==> src/rtl/qsq_pkg.sv <==
package qsq_pkg;

    localparam int CODE_W = 5;
    localparam int CNT_W  = 9;
    localparam int WORD_W = CODE_W + CNT_W;
    localparam int BYTE_W = 8;
    localparam int LANES  = 4;

    typedef enum logic [2:0] {
        K_NOP,
        K_CS_HI,
        K_CS_LO,
        K_SEND,
        K_RECV,
        K_TURN
    } kind_e;

    typedef enum logic [1:0] {
        MD_SEND,
        MD_RECV,
        MD_TURN
    } mode_e;

    typedef struct packed {
        kind_e      kind;
        logic [1:0] ow;
        logic [1:0] iw;
    } dec_t;

    typedef struct packed {
        logic              busy;
        mode_e             mode;
        logic [1:0]        ow;
        logic [1:0]        iw;
        logic [CNT_W-1:0]  left;
        logic [3:0]        steps;
        logic [BYTE_W-1:0] sh;
        logic              sck;
        logic              cs_n;
        logic [LANES-1:0]  oe;
    } eng_t;

    // Width code: 0 single, 1 dual, 2 quad
    function automatic dec_t decode_code(input logic [CODE_W-1:0] c);
        dec_t       r;
        logic [4:0] t;
        r.kind = K_NOP;
        r.ow   = 2'd0;
        r.iw   = 2'd0;
        t      = c - 5'h10;
        if (c == 5'h00) begin
            r.kind = K_CS_HI;
        end else if (c == 5'h01) begin
            r.kind = K_CS_LO;
        end else if (c >= 5'h08 && c <= 5'h0A) begin
            r.kind = K_SEND;
            r.ow   = c[1:0];
        end else if (c == 5'h0C) begin
            r.kind = K_RECV;
            r.iw   = 2'd0;
        end else if (c == 5'h0E) begin
            r.kind = K_RECV;
            r.iw   = 2'd1;
        end else if (c == 5'h0F) begin
            r.kind = K_RECV;
            r.iw   = 2'd2;
        end else if (c >= 5'h10 && c <= 5'h18) begin
            r.kind = K_TURN;
            r.ow   = 2'(t / 5'd3);
            r.iw   = 2'(t % 5'd3);
        end
        return r;
    endfunction

    function automatic logic [LANES-1:0] send_lanes(input logic [1:0] w);
        case (w)
            2'd0:    return 4'b0001;
            2'd1:    return 4'b0011;
            default: return 4'b1111;
        endcase
    endfunction

    function automatic logic [LANES-1:0] recv_lanes(input logic [1:0] w);
        case (w)
            2'd0:    return 4'b0010;
            2'd1:    return 4'b0011;
            default: return 4'b1111;
        endcase
    endfunction

    function automatic logic [3:0] steps_per_byte(input logic [1:0] w);
        case (w)
            2'd0:    return 4'd8;
            2'd1:    return 4'd4;
            default: return 4'd2;
        endcase
    endfunction

endpackage

==> src/rtl/qsq_fifo.sv <==
module qsq_fifo #(
    parameter int WIDTH = 8,
    parameter int DEPTH = 4
) (
    input  logic             clk,
    input  logic             rst_n,
    input  logic             push,
    input  logic [WIDTH-1:0] wdata,
    input  logic             pop,
    output logic [WIDTH-1:0] rdata,
    output logic             full,
    output logic             empty
);
    localparam int AW = (DEPTH > 1) ? $clog2(DEPTH) : 1;
    localparam logic [AW-1:0] LAST = AW'(DEPTH - 1);
    localparam logic [AW:0]   FULL_CNT = (AW + 1)'(DEPTH);

    typedef struct packed {
        logic [AW-1:0] rd;
        logic [AW-1:0] wr;
        logic [AW:0]   cnt;
    } ptr_t;

    ptr_t q, d;
    logic [WIDTH-1:0] mem [DEPTH];
    logic do_push, do_pop;

    assign full    = (q.cnt == FULL_CNT);
    assign empty   = (q.cnt == '0);
    assign do_push = push & ~full;
    assign do_pop  = pop & ~empty;
    assign rdata   = mem[q.rd];

    always_comb begin
        d = q;
        if (do_push) begin
            d.wr = (q.wr == LAST) ? '0 : q.wr + 1'b1;
        end
        if (do_pop) begin
            d.rd = (q.rd == LAST) ? '0 : q.rd + 1'b1;
        end
        case ({do_push, do_pop})
            2'b10:   d.cnt = q.cnt + 1'b1;
            2'b01:   d.cnt = q.cnt - 1'b1;
            default: d.cnt = q.cnt;
        endcase
    end

    always_ff @(posedge clk or negedge rst_n) begin
        if (!rst_n) begin
            q <= '0;
        end else begin
            q <= d;
        end
    end

    always_ff @(posedge clk) begin
        if (do_push) begin
            mem[q.wr] <= wdata;
        end
    end

endmodule

==> src/rtl/qsq_engine.sv <==
module qsq_engine
    import qsq_pkg::*;
(
    input  logic              clk,
    input  logic              rst_n,
    input  logic              op_valid,
    input  logic [WORD_W-1:0] op_head,
    output logic              op_take,
    input  logic              dat_is_empty,
    input  logic              dat_is_full,
    input  logic [BYTE_W-1:0] dat_head,
    output logic              eng_pop,
    output logic              eng_push,
    output logic [BYTE_W-1:0] eng_byte,
    output logic              sck,
    output logic              cs_n,
    output logic [LANES-1:0]  io_out,
    output logic [LANES-1:0]  io_oe,
    input  logic [LANES-1:0]  io_in,
    output logic              busy,
    output logic              rx_phase,
    output logic [LANES-1:0]  rx_lanes
);
    eng_t q, d;
    dec_t dec;

    localparam eng_t RESET_STATE = '{
        busy:  1'b0,
        mode:  MD_SEND,
        ow:    2'd0,
        iw:    2'd0,
        left:  '0,
        steps: 4'd0,
        sh:    '0,
        sck:   1'b0,
        cs_n:  1'b1,
        oe:    '0
    };

    assign dec = decode_code(op_head[WORD_W-1:CNT_W]);

    always_comb begin
        d        = q;
        op_take  = 1'b0;
        eng_pop  = 1'b0;
        eng_push = 1'b0;
        eng_byte = q.sh;
        if (!q.busy) begin
            // Fetch: chip-select and undefined codes complete here
            if (op_valid) begin
                op_take = 1'b1;
                case (dec.kind)
                    K_CS_HI: begin
                        d.cs_n = 1'b1;
                        d.oe   = '0;
                    end
                    K_CS_LO: begin
                        d.cs_n = 1'b0;
                    end
                    K_SEND, K_TURN: begin
                        d.busy  = 1'b1;
                        d.mode  = (dec.kind == K_SEND) ? MD_SEND : MD_TURN;
                        d.ow    = dec.ow;
                        d.iw    = dec.iw;
                        d.left  = op_head[CNT_W-1:0];
                        d.steps = 4'd0;
                        d.oe    = send_lanes(dec.ow);
                    end
                    K_RECV: begin
                        d.busy  = 1'b1;
                        d.mode  = MD_RECV;
                        d.iw    = dec.iw;
                        d.left  = op_head[CNT_W-1:0];
                        d.steps = 4'd0;
                        d.oe    = q.oe & ~recv_lanes(dec.iw);
                    end
                    default: ;
                endcase
            end
        end else if (q.steps == 4'd0) begin
            // Byte boundary: finish, or start the next byte if possible
            if (q.left == '0) begin
                d.busy = 1'b0;
                if (q.mode == MD_TURN) begin
                    d.oe = send_lanes(q.ow) & ~recv_lanes(q.iw);
                end
            end else if (q.mode == MD_RECV) begin
                if (!dat_is_full) begin
                    d.steps = steps_per_byte(q.iw);
                    d.left  = q.left - 1'b1;
                end
            end else if (!dat_is_empty) begin
                eng_pop = 1'b1;
                d.sh    = dat_head;
                d.steps = steps_per_byte(q.ow);
                d.left  = q.left - 1'b1;
            end
        end else if (!q.sck) begin
            // Rising edge: sample receive lanes
            d.sck = 1'b1;
            if (q.mode == MD_RECV) begin
                case (q.iw)
                    2'd0:    d.sh = {q.sh[6:0], io_in[1]};
                    2'd1:    d.sh = {q.sh[5:0], io_in[1:0]};
                    default: d.sh = {q.sh[3:0], io_in[3:0]};
                endcase
            end
        end else begin
            // Falling edge: advance to the next bit group
            d.sck   = 1'b0;
            d.steps = q.steps - 1'b1;
            if (q.mode == MD_RECV) begin
                if (q.steps == 4'd1) begin
                    eng_push = 1'b1;
                end
            end else begin
                case (q.ow)
                    2'd0:    d.sh = {q.sh[6:0], 1'b0};
                    2'd1:    d.sh = {q.sh[5:0], 2'b00};
                    default: d.sh = {q.sh[3:0], 4'b0000};
                endcase
            end
        end
    end

    always_ff @(posedge clk or negedge rst_n) begin
        if (!rst_n) begin
            q <= RESET_STATE;
        end else begin
            q <= d;
        end
    end

    always_comb begin
        if (q.mode == MD_RECV) begin
            io_out = '0;
        end else begin
            case (q.ow)
                2'd0:    io_out = {3'b000, q.sh[7]};
                2'd1:    io_out = {2'b00, q.sh[7:6]};
                default: io_out = q.sh[7:4];
            endcase
        end
    end

    assign sck      = q.sck;
    assign cs_n     = q.cs_n;
    assign io_oe    = q.oe;
    assign busy     = q.busy;
    assign rx_phase = q.busy && (q.mode == MD_RECV);
    assign rx_lanes = recv_lanes(q.iw);

endmodule

==> src/rtl/qsq_top.sv <==
module qsq_top
    import qsq_pkg::*;
#(
    parameter int OP_DEPTH  = 4,
    parameter int DAT_DEPTH = 8
) (
    input  logic        clk,
    input  logic        rst_n,
    input  logic [13:0] op_word,
    input  logic        op_push,
    output logic        op_full,
    output logic        op_empty,
    input  logic [7:0]  dat_wdata,
    input  logic        dat_push,
    output logic        dat_full,
    output logic [7:0]  dat_rdata,
    input  logic        dat_pop,
    output logic        dat_empty,
    output logic        sck,
    output logic        cs_n,
    output logic [3:0]  io_out,
    output logic [3:0]  io_oe,
    input  logic [3:0]  io_in
);
    logic              opq_empty;
    logic [WORD_W-1:0] opq_head;
    logic              op_take;
    logic              eng_pop;
    logic              eng_push;
    logic [BYTE_W-1:0] eng_byte;
    logic              busy;
    logic              rx_phase;
    logic [LANES-1:0]  in_mask;
    logic              dq_push;
    logic              dq_pop;
    logic [BYTE_W-1:0] dq_wdata;

    qsq_fifo #(
        .WIDTH (WORD_W),
        .DEPTH (OP_DEPTH)
    ) u_opq (
        .clk   (clk),
        .rst_n (rst_n),
        .push  (op_push),
        .wdata (op_word),
        .pop   (op_take),
        .rdata (opq_head),
        .full  (op_full),
        .empty (opq_empty)
    );

    // Engine and software share the data FIFO; half-duplex use keeps them apart
    assign dq_push  = dat_push | eng_push;
    assign dq_pop   = dat_pop | eng_pop;
    assign dq_wdata = eng_push ? eng_byte : dat_wdata;

    qsq_fifo #(
        .WIDTH (BYTE_W),
        .DEPTH (DAT_DEPTH)
    ) u_datq (
        .clk   (clk),
        .rst_n (rst_n),
        .push  (dq_push),
        .wdata (dq_wdata),
        .pop   (dq_pop),
        .rdata (dat_rdata),
        .full  (dat_full),
        .empty (dat_empty)
    );

    qsq_engine u_eng (
        .clk          (clk),
        .rst_n        (rst_n),
        .op_valid     (~opq_empty),
        .op_head      (opq_head),
        .op_take      (op_take),
        .dat_is_empty (dat_empty),
        .dat_is_full  (dat_full),
        .dat_head     (dat_rdata),
        .eng_pop      (eng_pop),
        .eng_push     (eng_push),
        .eng_byte     (eng_byte),
        .sck          (sck),
        .cs_n         (cs_n),
        .io_out       (io_out),
        .io_oe        (io_oe),
        .io_in        (io_in),
        .busy         (busy),
        .rx_phase     (rx_phase),
        .rx_lanes     (in_mask)
    );

    assign op_empty = opq_empty & ~busy;

endmodule

==> config.mk <==
export PLATFORM = sky130hd
export DESIGN_NAME = qsq_top
export DESIGN_NICKNAME = d
export VERILOG_FILES = /design/src/rtl/qsq_pkg.sv /design/src/rtl/qsq_fifo.sv /design/src/rtl/qsq_engine.sv /design/src/rtl/qsq_top.sv
export SDC_FILE = /design/constraint.sdc
export NUM_CORES = 1
export LEC_CHECK = 0
export BUFFER_PORTS_ARGS = -buffer_cell sky130_fd_sc_hd__buf_2
export CORE_UTILIZATION = 55
export CTS_CLUSTER_DIAMETER = 100
export DETAILED_ROUTE_END_ITERATION = 10
export GPL_TIMING_DRIVEN = 0
export HOLD_SLACK_MARGIN = 0.15
export PLACE_DENSITY = 0.73
export SYNTH_ARGS = -nofsm -noshare
export SYNTH_HDL_FRONTEND = slang
export SYNTH_SLANG_ARGS = --single-unit
==> constraint.sdc <==
create_clock -name clk -period 5.34 [get_ports clk]
set_input_delay 1.602 -clock clk [delete_from_list [all_inputs] [get_ports clk]]
set_output_delay 1.602 -clock clk [all_outputs]
set_load 0.05 [all_outputs]
==> run_summary.xml, run 1 <==
<?xml version="1.0" encoding="UTF-8"?>
<metrics>
  <group name="clocking">
    <metric name="cts-root-buf" unit="">sky130_fd_sc_hd__clkbuf_16</metric>
    <metric name="clkSlewWorstSetupHoldPaths" unit="ns">0.07</metric>
    <metric name="clock_latency" unit="ns">0.43</metric>
    <metric name="number_of_clock_sinks" unit="">171</metric>
    <metric name="cts_max_level" unit="">4</metric>
    <metric name="cts_tree" unit="">done</metric>
    <metric name="tritoncts.num_buffers" unit="">17</metric>
    <metric name="cts_buffer_depth" unit="">2</metric>
    <metric name="post-cts-setup-buffer-count" unit="">0</metric>
    <metric name="hold_buffers" unit="">0</metric>
    <metric name="cts_repair_resize_count" unit="">0</metric>
  </group>
  <group name="detailed_routing">
    <metric name="routed_wirelength_normalized_by_instance_count" unit="um">21.1</metric>
    <metric name="remaining_drc_errors" unit="">0</metric>
    <metric name="wirelength" unit="um">19500</metric>
    <metric name="drt-vias-per-instance" unit="">6.22</metric>
    <metric name="via_count" unit="">5763</metric>
    <metric name="antenna_left" unit="">0</metric>
    <metric name="drt_iter0_drc" unit="">423</metric>
    <metric name="dr.pass1.iters" unit="">7</metric>
  </group>
  <group name="sta">
    <metric name="hold_fails_final_rpt" unit="">0</metric>
    <metric name="drv_slew" unit="">0</metric>
    <metric name="post_route_worst_setup_slack" unit="ns">0.738</metric>
    <metric name="fmax" unit="MHz">217</metric>
    <metric name="worst_pin_slew" unit="ns">0.923</metric>
    <metric name="setup_tns" unit="ns">0</metric>
    <metric name="rsz0062_at_grt" unit="">false</metric>
    <metric name="worst_slew_margin_rel" unit="">0.378</metric>
    <metric name="period_needed" unit="ns">4.60</metric>
    <metric name="setup_violations" unit="">0</metric>
    <metric name="timing.clock.skew" unit="ns">0.00868</metric>
    <metric name="final_period_utilization" unit="">0.862</metric>
  </group>
  <group name="synthesis">
    <metric name="most_common_cell_in_the_synthesized_netlist" unit="">sky130_fd_sc_hd__edfxtp_1</metric>
    <metric name="yosys-top-cells-area" unit="">sky130_fd_sc_hd__edfxtp_1 42%, sky130_fd_sc_hd__dfrtp_1 15%, sky130_fd_sc_hd__mux4_2 7.6%, sky130_fd_sc_hd__ha_1 2.9%, sky130_fd_sc_hd__mux2_2 2.6%</metric>
    <metric name="yosys.cell_types.count" unit="">78</metric>
    <metric name="synth_warnings" unit="">0</metric>
    <metric name="yosysTopAreaCellShare" unit="">0.420</metric>
    <metric name="yosys_register_bits" unit="">171</metric>
    <metric name="number_of_flops_mapped_to_enable_cells_by_yosys" unit="">120</metric>
    <metric name="synthesis.nets" unit="">707</metric>
    <metric name="synth_top_cells_by_count" unit="">120 x sky130_fd_sc_hd__edfxtp_1, 56 x sky130_fd_sc_hd__nand2_1, 50 x sky130_fd_sc_hd__dfrtp_1</metric>
    <metric name="synth_flop_cell" unit="">sky130_fd_sc_hd__edfxtp_1</metric>
    <metric name="synthesis.instances" unit="">654</metric>
    <metric name="yosysTopAreaCell" unit="">sky130_fd_sc_hd__edfxtp_1</metric>
    <metric name="post_synth.cell_area_avg" unit="um2">13.1</metric>
    <metric name="synthArstFlopShare" unit="">0.298</metric>
    <metric name="seq_area_frac_synth" unit="">0.569</metric>
    <metric name="mapped_area" unit="um2">8570</metric>
  </group>
  <group name="critical_path">
    <metric name="timing.critical_path.slowest_cell_delay" unit="ns">0.71</metric>
    <metric name="required" unit="ns">5.66</metric>
    <metric name="crit_path_start" unit="">u_opq.q[5]</metric>
    <metric name="worstReg2RegStart" unit="">u_opq.q[5]</metric>
    <metric name="slowest_stage_cell_crit_path" unit="">sky130_fd_sc_hd__mux4_1</metric>
    <metric name="worst-endpoint-arrival" unit="ns">4.92</metric>
    <metric name="worstSetupEndpointType" unit="">flop</metric>
    <metric name="worstSetupStartpointType" unit="">flop</metric>
    <metric name="criticalPathCategory" unit="">reg -&gt; reg</metric>
    <metric name="maximum_fanout_along_the_worst_path" unit="">7</metric>
    <metric name="worstPathCellList" unit="">mux4_1 -&gt; and2_1 -&gt; buf_6 -&gt; ha_1 -&gt; nor2b_1 -&gt; nand3_1 -&gt; nand3_1 -&gt; a22oi_1 -&gt; nand2_2 -&gt; xor2_1 -&gt; ha_1 -&gt; a41o_1 -&gt; o32a_1 -&gt; a41oi_2 -&gt; nand4b_1 -&gt; a311oi_1 -&gt; o21ai_1 -&gt; o221a_2</metric>
  </group>
  <group name="final_layout">
    <metric name="multi_input_area" unit="um2">3410</metric>
    <metric name="number_of_diodes_added_for_antenna_fixing" unit="">0</metric>
    <metric name="finish.net_count" unit="">779</metric>
    <metric name="final-seq-area" unit="um2">4880</metric>
    <metric name="area_added_between_synthesis_and_finish" unit="%">13.3</metric>
    <metric name="final.fill_count" unit="">1123</metric>
    <metric name="post_route_cells_drive_above_1_share" unit="">0.229</metric>
  </group>
  <group name="run">
    <metric name="max-cap-violations" unit="">0</metric>
  </group>
  <group name="global_routing">
    <metric name="grt_first_pass_wirelength" unit="um">30500</metric>
    <metric name="number_of_antenna_violations_at_the_first_check_in_global_routing" unit="">0</metric>
    <metric name="pin_count_of_the_biggest_net_entering_global_routing" unit="">52</metric>
    <metric name="globalRoute.totalOverflow" unit="">0</metric>
    <metric name="grt_use_total" unit="">0.255</metric>
    <metric name="first_global_vias" unit="">5654</metric>
  </group>
  <group name="floorplan">
    <metric name="die_x" unit="um">127</metric>
    <metric name="initial_core_util" unit="">0.564</metric>
    <metric name="ios" unit="">53</metric>
    <metric name="die-area" unit="um2">16100</metric>
    <metric name="placement_rows" unit="">45</metric>
    <metric name="die_height" unit="um">127</metric>
    <metric name="fp.coreArea" unit="um2">15200</metric>
  </group>
  <group name="power">
    <metric name="static-leakage-power" unit="nW">3.64</metric>
    <metric name="power_density" unit="nW/um2">674</metric>
    <metric name="ir_worst_vdd" unit="V">0.000345</metric>
  </group>
  <group name="placed_design">
    <metric name="place_ws" unit="ns">0.864</metric>
    <metric name="finalWeightedCongestion" unit="">0.869</metric>
    <metric name="dpl.hpwl" unit="um">13400</metric>
    <metric name="port_buffer_cells" unit="">52</metric>
  </group>
  <group name="outcome">
    <metric name="outcome" unit="">finished, final reports clean</metric>
  </group>
  <group name="worst_hold_path">
    <metric name="hold_path.startpoint" unit="">u_eng.io_oe[2]</metric>
    <metric name="worstHoldPathType" unit="">reg -&gt; reg</metric>
  </group>
</metrics>
==> sequential cells by signal, summed over array words and instances, names as in the netlist <==
register / flops
u_opq.mem: 56
u_datq.mem: 64
u_eng.busy: 1
u_datq.q: 10
u_eng.cs_n: 1
u_eng.q: 19
u_eng.sck: 1
u_opq.q: 7
u_eng.eng_byte: 8
u_eng.io_oe: 4
==> worst max-delay path: cells and delay by family (launching register included) <==
kind | cells | cell delay, ns
AO/OA/AOI/OAI | 7 | 1.53
AND/OR/NAND/NOR | 6 | 1.03
multiplexers | 1 | 0.71
flip-flops | 1 | 0.47
adder cells (fa/ha/maj) | 2 | 0.46
XOR/XNOR | 1 | 0.17
buffers and inverters | 1 | 0.13
==> power by group <==
part / internal (W) / switching, W
clock network: 0.000707 / 0.000554
registers: 0.00178 / 0.000235
logic: 0.00123 / 0.00203
==> final cells by class <==
type,count,share of cell area
inverters,27,0.0104
multi-input cells,417,0.351
clock buffers,17,0.0438
plain buffers,39,0.0210
repair buffers,53,0.0276
well taps,188,0.0242
clock inverters,15,0.0189
flip-flops and latches,171,0.503
==> layer usage <==
| metal | share of wire | vias to the layer above | wire length (um) | global-route usage |
|---|---|---|---|---|
| met2 | 0.50 | 193 | 9790 | 0.425 |
| met1 | 0.44 | 2885 | 8520 | 0.338 |
| li1 | - | 2653 | - | - |
| met4 | 0.019 | 0 | 377 | 0.0889 |
| met3 | 0.043 | 32 | 841 | 0.0451 |
| met5 | 0 | - | 0 | 0 |
==> stage by stage <==
step	hold WS (ns)	power, W	utilization	std cells	instance area, um2
final	0.510	0.00654	0.639	927	9710
after global routing	0.532	0.00690	0.639	927	9710
after CTS	0.511	0.00651	0.637	927	9690
after detailed placement	0.487	0.00524	0.597	895	9080
after global placement	0.491	0.00510	0.596	894	9070
after floorplan	0.439	0.00444	-	654	8570
==> cell usage in the layout, fill, tap and decap left out, drive strengths merged, types with 8 or more instances in the layout <==
cell	Yosys	final
nand2	57	57
mux2	20	20
mux2i	21	21
inv	27	33
o21ai	44	44
xor2	9	9
nand3	9	9
nor2b	8	8
mux4	30	30
edfxtp	120	120
clkbuf	23	40
buf	16	69
and2	8	8
ha	20	20
a21oi	22	22
dfrtp	50	50
nor2	32	32
nor3	15	15
o211ai	8	8
==> cells by family after synthesis <==
logic type / count (synthesis) / share of synthesized area
AOI/OAI and AO/OA: 140 / 0.115
and+or+nand+nor: 169 / 0.0990
xor gates and xnor gates: 14 / 0.0143
muxes: 71 / 0.132
adders and majority gates: 23 / 0.0350
buffers and inverters: 66 / 0.0356
DFF: 171 / 0.569
==> path summary, 6_finish.rpt <==
| kind | to | slack [ns] | cells after the start |
|---|---|---|---|
| setup / recovery | u_eng.q[28] | 0.74 | 18 |
| hold / removal | u_eng.io_oe[2] | 0.51 | 1 |
| setup reg to reg | u_eng.q[28] | 0.74 | 18 |
| hold reg to reg | u_eng.io_oe[2] | 0.51 | 1 |
| max in group asynchronous | u_eng.q[29] | 3.62 | 1 |
| min in group asynchronous | u_datq.q[9] | 1.23 | 1 |
(Power assumes the default switching activity.)
==> run 2, diff against run 1 <==
--- a/config.mk
+++ b/config.mk
@@ -5,7 +5,7 @@
 export SDC_FILE = /design/constraint.sdc
 export NUM_CORES = 1
 export LEC_CHECK = 0
-export BUFFER_PORTS_ARGS = -buffer_cell sky130_fd_sc_hd__buf_2
+export BUFFER_PORTS_ARGS = -buffer_cell sky130_fd_sc_hd__buf_4
 export CORE_UTILIZATION = 55
 export CTS_CLUSTER_DIAMETER = 100
 export DETAILED_ROUTE_END_ITERATION = 10
==> run 2 against run 1 <==
  * Register-to-register slack better by 0.02 ns
  * Clock power decreased by 3%
  * Clock-buffer cell count stayed put
  * Worst setup slack improved by 0.022 ns
  * Critical path depth decreased by 1
  * First-iteration DRC count increased by 7.8%
  * Via count increased by 0.42%
  * Clock skew rose by 0.0035 ns
  * Core utilization increased by 0.81 points
  * Worst hold slack got worse by 0.010 ns
  * Sequential cell count unchanged
==> run_summary.xml, run 2 (synthesis results as in run 1) <==
<?xml version="1.0" encoding="UTF-8"?>
<metrics>
  <group name="detailed_routing">
    <metric name="top_layer" unit="">met4</metric>
    <metric name="routed_wirelength_normalized_by_instance_count" unit="um">20.6</metric>
    <metric name="antenna_left" unit="">0</metric>
    <metric name="dr.pass1.iters" unit="">5</metric>
    <metric name="met2RoutedLength" unit="um">9140</metric>
    <metric name="wl_met1" unit="um">8360</metric>
    <metric name="drt_iter0_drc" unit="">456</metric>
    <metric name="via_count" unit="">5787</metric>
    <metric name="remaining_drc_errors" unit="">0</metric>
    <metric name="wirelength" unit="um">19100</metric>
    <metric name="detailroute.wirelength.met3" unit="um">1010</metric>
    <metric name="drt-vias-per-instance" unit="">6.24</metric>
  </group>
  <group name="sta">
    <metric name="final_period_utilization" unit="">0.858</metric>
    <metric name="drv_slew" unit="">0</metric>
    <metric name="setup_tns" unit="ns">0</metric>
    <metric name="rsz0062_at_grt" unit="">false</metric>
    <metric name="timing.clock.skew" unit="ns">0.0122</metric>
    <metric name="hold_fails_final_rpt" unit="">0</metric>
    <metric name="worst_slew_margin_rel" unit="">0.415</metric>
    <metric name="worst_pin_slew" unit="ns">0.874</metric>
    <metric name="setup_violations" unit="">0</metric>
    <metric name="fmax" unit="MHz">218</metric>
    <metric name="period_needed" unit="ns">4.58</metric>
  </group>
  <group name="final_layout">
    <metric name="layout_common_cells" unit="">120 x sky130_fd_sc_hd__edfxtp_1, 57 x sky130_fd_sc_hd__buf_4, 56 x sky130_fd_sc_hd__nand2_1, 50 x sky130_fd_sc_hd__dfrtp_1, 41 x sky130_fd_sc_hd__o21ai_0</metric>
    <metric name="largest_register_ff_count" unit="">64</metric>
    <metric name="number_of_diodes_added_for_antenna_fixing" unit="">0</metric>
    <metric name="finish.net_count" unit="">779</metric>
    <metric name="finish.utilization" unit="">0.647</metric>
    <metric name="final_design_area_no_fill" unit="um2">9830</metric>
    <metric name="area_added_between_synthesis_and_finish" unit="%">14.7</metric>
    <metric name="post_route_cells_drive_above_1_share" unit="">0.231</metric>
    <metric name="top_regs" unit="">u_datq.mem (64), u_opq.mem (56), u_eng.q (19)</metric>
    <metric name="final_common_cell" unit="">sky130_fd_sc_hd__edfxtp_1</metric>
    <metric name="registers.top_by_ff_count" unit="">u_datq.mem</metric>
  </group>
  <group name="critical_path">
    <metric name="worstSetupStartpointType" unit="">flop</metric>
    <metric name="criticalPathCategory" unit="">reg -&gt; reg</metric>
    <metric name="rr_endpoint" unit="">u_eng.q[28]</metric>
    <metric name="slowest_stage_cell_crit_path" unit="">sky130_fd_sc_hd__mux4_1</metric>
    <metric name="worstPathCellList" unit="">mux4_1 -&gt; and2_1 -&gt; buf_6 -&gt; ha_1 -&gt; nor2b_1 -&gt; and3_1 -&gt; nor3_1 -&gt; a22oi_1 -&gt; nand2_2 -&gt; xor2_1 -&gt; ha_1 -&gt; a41o_1 -&gt; o32a_1 -&gt; a41oi_2 -&gt; nand4_1 -&gt; a31o_2 -&gt; o221a_2</metric>
    <metric name="reg2reg_setup_slack" unit="ns">0.76</metric>
    <metric name="worstReg2RegStart" unit="">u_opq.q[5]</metric>
    <metric name="reg2regPathDepth" unit="">17</metric>
    <metric name="maximum_fanout_along_the_worst_path" unit="">7</metric>
    <metric name="required" unit="ns">5.66</metric>
    <metric name="worstPathBufferInverterCount" unit="">1</metric>
    <metric name="worstSetupEndpointType" unit="">flop</metric>
    <metric name="critPathMostFrequentCell" unit="">sky130_fd_sc_hd__ha_1</metric>
    <metric name="worst-endpoint-arrival" unit="ns">4.90</metric>
    <metric name="worst_path_top_cell_family_by_delay" unit="">compound AO/OA/AOI/OAI gates</metric>
    <metric name="timing.critical_path.slowest_cell_delay" unit="ns">0.71</metric>
  </group>
  <group name="clocking">
    <metric name="cts_tree" unit="">done</metric>
    <metric name="clkSlewWorstSetupHoldPaths" unit="ns">0.07</metric>
    <metric name="post-cts-setup-buffer-count" unit="">0</metric>
    <metric name="cts_repair_resize_count" unit="">0</metric>
    <metric name="cts_max_level" unit="">4</metric>
    <metric name="tritoncts.num_buffers" unit="">17</metric>
    <metric name="number_of_clock_sinks" unit="">171</metric>
    <metric name="cts_buffer_depth" unit="">2</metric>
    <metric name="hold_buffers" unit="">0</metric>
    <metric name="clock_latency" unit="ns">0.44</metric>
    <metric name="cts-root-buf" unit="">sky130_fd_sc_hd__clkbuf_16</metric>
  </group>
  <group name="global_routing">
    <metric name="grt_first_pass_wirelength" unit="um">30300</metric>
    <metric name="first_global_vias" unit="">5707</metric>
    <metric name="number_of_antenna_violations_at_the_first_check_in_global_routing" unit="">0</metric>
    <metric name="pin_count_of_the_biggest_net_entering_global_routing" unit="">52</metric>
    <metric name="grt_use_total" unit="">0.254</metric>
    <metric name="globalRoute.totalOverflow" unit="">0</metric>
  </group>
  <group name="power">
    <metric name="power_density" unit="nW/um2">665</metric>
    <metric name="ir_worst_vdd" unit="V">0.000310</metric>
    <metric name="clock_power_share" unit="">0.186</metric>
    <metric name="power.switching_fraction" unit="">0.434</metric>
    <metric name="static-leakage-power" unit="nW">3.67</metric>
    <metric name="power_switching" unit="W">0.00283</metric>
    <metric name="power.share.combinational" unit="">0.506</metric>
    <metric name="power_frac_seq" unit="">0.308</metric>
    <metric name="internal_power" unit="W">0.00370</metric>
  </group>
  <group name="floorplan">
    <metric name="placement_rows" unit="">45</metric>
    <metric name="die_x" unit="um">127</metric>
    <metric name="fp.coreArea" unit="um2">15200</metric>
    <metric name="ios" unit="">53</metric>
    <metric name="initial_core_util" unit="">0.564</metric>
    <metric name="die_height" unit="um">127</metric>
    <metric name="die-area" unit="um2">16100</metric>
  </group>
  <group name="run">
    <metric name="max-cap-violations" unit="">0</metric>
  </group>
  <group name="placed_design">
    <metric name="port_buffer_cells" unit="">52</metric>
    <metric name="finalWeightedCongestion" unit="">0.900</metric>
    <metric name="post_dp_cell_area" unit="um2">9210</metric>
    <metric name="dpl.hpwl" unit="um">13100</metric>
  </group>
  <group name="worst_hold_path">
    <metric name="hold_path.startpoint" unit="">u_eng.io_oe[0]</metric>
    <metric name="timing.hold.worst_path_depth" unit="">2</metric>
    <metric name="hold_end" unit="">u_eng.io_oe[0]</metric>
    <metric name="worstHoldPathType" unit="">reg -&gt; reg</metric>
  </group>
  <group name="outcome">
    <metric name="outcome" unit="">finished, final reports clean</metric>
  </group>
</metrics>
run 2: cell count changes in the layout (fill, tap and decap cells not counted), sizes merged:
cell	delta
bufinv	-2
clkinv	+2
run 2: area by class of cell:
cell class / instances / area (um2)
tap: 188 / 235
clock inverter: 15 / 176
sequential: 171 / 4880
buffer: 39 / 204
fill: 1152 / 5370
multi-input combinational: 417 / 3410
timing repair buffer: 53 / 398
clock buffer: 17 / 425
inverter: 27 / 101
run 2: power groups by stage:
stage          Clock, W  Combinational (W)  Sequential [W]
2_1_floorplan         0            0.00246         0.00198
3_3_place_gp          0            0.00317         0.00201
3_5_place_dp          0            0.00327         0.00203
4_1_cts         0.00123            0.00329         0.00201
5_1_grt         0.00128            0.00358         0.00205
6_report        0.00122            0.00331         0.00201
run 2: per-layer routing:
metal	up-vias	global-route usage
met4	0	0.112
met3	44	0.0498
li1	2660	-
met5	-	0
met1	2876	0.341
met2	207	0.407
run 2: how the worst max path moves through the flow:
stage	from	end	slack (ns)	cells after the start
finish	u_opq.q[5]	u_eng.q[28]	0.76	17
detailed placement	u_opq.q[5]	u_eng.q[28]	0.85	18
global route	u_opq.q[5]	u_eng.q[28]	0.46	18
global placement	u_opq.q[5]	u_eng.q[28]	0.91	18
CTS	u_datq.q[7]	dat_rdata[3]	0.73	5
floorplan	u_opq.q[5]	u_eng.q[28]	1.36	17
run 2: through the flow:
stage          setup WS (ns)  power, W  std cells  hold slack, ns
6_report               0.760   0.00654        927           0.499
3_5_place_dp           0.848   0.00529        895           0.489
2_1_floorplan           1.36   0.00444        654           0.439
4_1_cts                0.728   0.00653        927           0.507
3_3_place_gp           0.908   0.00517        894           0.486
5_1_grt                0.460   0.00691        927           0.531
run 2: worst register-to-register path: stages, from the launching register on:
cell                      delay [ns]
sky130_fd_sc_hd__dfrtp_1        0.46
sky130_fd_sc_hd__mux4_1         0.72
sky130_fd_sc_hd__and2_1         0.23
sky130_fd_sc_hd__buf_6          0.13
sky130_fd_sc_hd__ha_1           0.24
sky130_fd_sc_hd__nor2b_1        0.16
sky130_fd_sc_hd__and3_1         0.22
sky130_fd_sc_hd__nor3_1         0.30
sky130_fd_sc_hd__a22oi_1        0.16
sky130_fd_sc_hd__nand2_2        0.17
sky130_fd_sc_hd__xor2_1         0.09
sky130_fd_sc_hd__ha_1           0.23
sky130_fd_sc_hd__a41o_1         0.22
sky130_fd_sc_hd__o32a_1         0.16
sky130_fd_sc_hd__a41oi_2        0.26
sky130_fd_sc_hd__nand4_1        0.21
sky130_fd_sc_hd__a31o_2         0.29
sky130_fd_sc_hd__o221a_2        0.22
==> run 3, diff against run 2 <==
--- a/config.mk
+++ b/config.mk
@@ -6,12 +6,15 @@
 export NUM_CORES = 1
 export LEC_CHECK = 0
 export BUFFER_PORTS_ARGS = -buffer_cell sky130_fd_sc_hd__buf_4
-export CORE_UTILIZATION = 55
+export CELL_PAD_IN_SITES_DETAIL_PLACEMENT = 2
+export CELL_PAD_IN_SITES_GLOBAL_PLACEMENT = 2
+export CORE_MARGIN = 3
+export CORE_UTILIZATION = 43
 export CTS_CLUSTER_DIAMETER = 100
 export DETAILED_ROUTE_END_ITERATION = 10
 export GPL_TIMING_DRIVEN = 0
 export HOLD_SLACK_MARGIN = 0.15
-export PLACE_DENSITY = 0.73
+export PLACE_DENSITY_LB_ADDON = 0.1
 export SYNTH_ARGS = -nofsm -noshare
 export SYNTH_HDL_FRONTEND = slang
 export SYNTH_SLANG_ARGS = --single-unit
==> run 3 against run 2 <==
  * Sequential share of layout area decreased by 0.48 points
  * Global-route usage is 1.8 points lower
  * Routed wire length increased by 28%
  * Fmax decreased by 4.6%
  * Register-to-register slack got worse by 0.22 ns
  * Final cell count is 8.2% higher
  * Non-clock buffer count down 1
  * Clock power is 4% higher
  * Worst setup slack worse by 0.22 ns
  * Cell area up 0.97%
  * Via count grew 0.16%
  * Critical endpoint unchanged
==> run_summary.xml, run 3 (synthesis results as in run 1) <==
<?xml version="1.0" encoding="UTF-8"?>
<metrics>
  <group name="final_layout">
    <metric name="area_added_between_synthesis_and_finish" unit="%">15.8</metric>
    <metric name="final_design_area_no_fill" unit="um2">9930</metric>
    <metric name="final_common_cell" unit="">sky130_fd_sc_hd__edfxtp_1</metric>
    <metric name="layout_common_cells" unit="">120 x sky130_fd_sc_hd__edfxtp_1, 56 x sky130_fd_sc_hd__nand2_1, 56 x sky130_fd_sc_hd__buf_4, 50 x sky130_fd_sc_hd__dfrtp_1, 41 x sky130_fd_sc_hd__o21ai_0</metric>
    <metric name="post_route_cells_drive_above_1_share" unit="">0.230</metric>
    <metric name="finish.net_count" unit="">778</metric>
    <metric name="registers.top_by_ff_count" unit="">u_datq.mem</metric>
    <metric name="number_of_diodes_added_for_antenna_fixing" unit="">0</metric>
    <metric name="largest_register_ff_count" unit="">64</metric>
    <metric name="top_regs" unit="">u_datq.mem (64), u_opq.mem (56), u_eng.q (19)</metric>
  </group>
  <group name="clocking">
    <metric name="cts_repair_resize_count" unit="">0</metric>
    <metric name="clkSlewWorstSetupHoldPaths" unit="ns">0.07</metric>
    <metric name="cts_tree" unit="">done</metric>
    <metric name="cts_buffer_depth" unit="">2</metric>
    <metric name="cts_max_level" unit="">4</metric>
    <metric name="post-cts-setup-buffer-count" unit="">0</metric>
    <metric name="number_of_clock_sinks" unit="">171</metric>
    <metric name="cts-root-buf" unit="">sky130_fd_sc_hd__clkbuf_16</metric>
    <metric name="hold_buffers" unit="">0</metric>
    <metric name="tritoncts.num_buffers" unit="">17</metric>
    <metric name="clock_latency" unit="ns">0.44</metric>
  </group>
  <group name="power">
    <metric name="total_power" unit="W">0.00677</metric>
    <metric name="ir_worst_vdd" unit="V">0.000271</metric>
    <metric name="static-leakage-power" unit="nW">3.68</metric>
    <metric name="power_density" unit="nW/um2">682</metric>
  </group>
  <group name="critical_path">
    <metric name="worstSetupStartpointType" unit="">flop</metric>
    <metric name="criticalPathCategory" unit="">reg -&gt; reg</metric>
    <metric name="worstSetupEndpointType" unit="">flop</metric>
    <metric name="worst-endpoint-arrival" unit="ns">5.12</metric>
    <metric name="required" unit="ns">5.66</metric>
    <metric name="maximum_fanout_along_the_worst_path" unit="">7</metric>
  </group>
  <group name="placed_design">
    <metric name="dpl.hpwl" unit="um">17100</metric>
    <metric name="finalWeightedCongestion" unit="">0.782</metric>
    <metric name="port_buffer_cells" unit="">52</metric>
    <metric name="post_dp_cell_area" unit="um2">9320</metric>
    <metric name="place_ws" unit="ns">0.657</metric>
  </group>
  <group name="sta">
    <metric name="worst_slew_margin_rel" unit="">0.301</metric>
    <metric name="final_hold_slack" unit="ns">0.513</metric>
    <metric name="fmax" unit="MHz">208</metric>
    <metric name="worst_pin_slew" unit="ns">1.04</metric>
    <metric name="period_needed" unit="ns">4.80</metric>
    <metric name="final_period_utilization" unit="">0.899</metric>
    <metric name="rsz0062_at_grt" unit="">false</metric>
    <metric name="setup_tns" unit="ns">0</metric>
    <metric name="post_route_worst_setup_slack" unit="ns">0.540</metric>
    <metric name="setup_violations" unit="">0</metric>
    <metric name="drv_slew" unit="">0</metric>
    <metric name="timing.clock.skew" unit="ns">0.0118</metric>
    <metric name="hold_fails_final_rpt" unit="">0</metric>
  </group>
  <group name="detailed_routing">
    <metric name="via_count" unit="">5796</metric>
    <metric name="dr.pass1.iters" unit="">4</metric>
    <metric name="drt_iter0_drc" unit="">354</metric>
    <metric name="wirelength" unit="um">24300</metric>
    <metric name="routed_wirelength_normalized_by_instance_count" unit="um">24.3</metric>
    <metric name="antenna_left" unit="">0</metric>
    <metric name="drt-vias-per-instance" unit="">5.78</metric>
    <metric name="remaining_drc_errors" unit="">0</metric>
  </group>
  <group name="outcome">
    <metric name="outcome" unit="">finished, final reports clean</metric>
  </group>
  <group name="floorplan">
    <metric name="fp.coreArea" unit="um2">19500</metric>
    <metric name="initial_core_util" unit="">0.439</metric>
    <metric name="ios" unit="">53</metric>
    <metric name="die_height" unit="um">147</metric>
    <metric name="die-area" unit="um2">21700</metric>
    <metric name="placement_rows" unit="">51</metric>
    <metric name="die_x" unit="um">147</metric>
  </group>
  <group name="run">
    <metric name="max-cap-violations" unit="">0</metric>
  </group>
  <group name="worst_hold_path">
    <metric name="worstHoldPathType" unit="">reg -&gt; reg</metric>
  </group>
  <group name="global_routing">
    <metric name="globalRoute.totalOverflow" unit="">0</metric>
    <metric name="number_of_antenna_violations_at_the_first_check_in_global_routing" unit="">0</metric>
    <metric name="pin_count_of_the_biggest_net_entering_global_routing" unit="">52</metric>
    <metric name="grt_use_total" unit="">0.236</metric>
    <metric name="first_global_vias" unit="">6652</metric>
    <metric name="grt_first_pass_wirelength" unit="um">39100</metric>
  </group>
</metrics>
-- run 3: cell count changes in the layout (fill, tap and decap cells not counted), sizes merged --
cell,previous run,this run
bufinv,0,1
clkinv,7,5
buf,69,68
inv,33,35
clkbuf,40,41
clkinvlp,2,0
-- run 3: final cells by class --
class	count	area [um2]
clock inverters	14	174
repair buffers	52	390
inverters	27	101
flip-flops and latches	171	4880
clock buffers	18	429
multi-input cells	417	3410
fillers	1875	9600
well taps	265	332
plain buffers	39	204
-- run 3: final timing paths --
check | startpoint | end | slack (ns) | cells after the start
setup / recovery | u_opq.q[5] | u_eng.q[28] | 0.54 | 18
hold / removal | u_eng.io_oe[0] | u_eng.io_oe[0] | 0.51 | 2
setup reg to reg | u_opq.q[5] | u_eng.q[28] | 0.54 | 18
hold reg to reg | u_eng.io_oe[0] | u_eng.io_oe[0] | 0.51 | 2
max in group asynchronous | rst_n | u_eng.q[17] | 3.56 | 1
min in group asynchronous | rst_n | u_eng.eng_byte[0] | 1.24 | 1
-- run 3: where the power goes --
group          total (W)  internal, W  leakage, nW  switching, W
Sequential       0.00204      0.00178         1.70      0.000255
Clock            0.00127     0.000673        0.295      0.000600
Combinational    0.00346      0.00129         1.69       0.00216
Total            0.00677      0.00375         3.68       0.00302
-- run 3: worst max-delay path, cell delays in order (launching register included) --
cell	delay [ns]
sky130_fd_sc_hd__dfrtp_1	0.46
sky130_fd_sc_hd__mux4_1	0.71
sky130_fd_sc_hd__and2_1	0.23
sky130_fd_sc_hd__buf_6	0.13
sky130_fd_sc_hd__ha_1	0.25
sky130_fd_sc_hd__nor2b_1	0.17
sky130_fd_sc_hd__and3_1	0.21
sky130_fd_sc_hd__nor3_1	0.32
sky130_fd_sc_hd__a22oi_1	0.17
sky130_fd_sc_hd__nand2_2	0.18
sky130_fd_sc_hd__xor2_1	0.12
sky130_fd_sc_hd__ha_1	0.24
sky130_fd_sc_hd__a41o_1	0.22
sky130_fd_sc_hd__o32a_1	0.17
sky130_fd_sc_hd__a41oi_2	0.31
sky130_fd_sc_hd__nand4b_1	0.23
sky130_fd_sc_hd__a311oi_1	0.32
sky130_fd_sc_hd__o21ai_1	0.11
sky130_fd_sc_hd__o221a_2	0.13
-- run 3: layer usage --
metal	wire [um]	global-route usage	share of wire
met1	9670	0.281	0.40
met2	13200	0.432	0.54
met3	778	0.0361	0.032
met4	666	0.0876	0.027
met5	0	0	0
-- run 3: per-stage QoR --
stage           util  instances
3_5_place_dp   0.477        971
2_1_floorplan      -        654
3_3_place_gp   0.476        971
4_1_cts        0.508       1003
6_report       0.508       1003
5_1_grt        0.508       1003
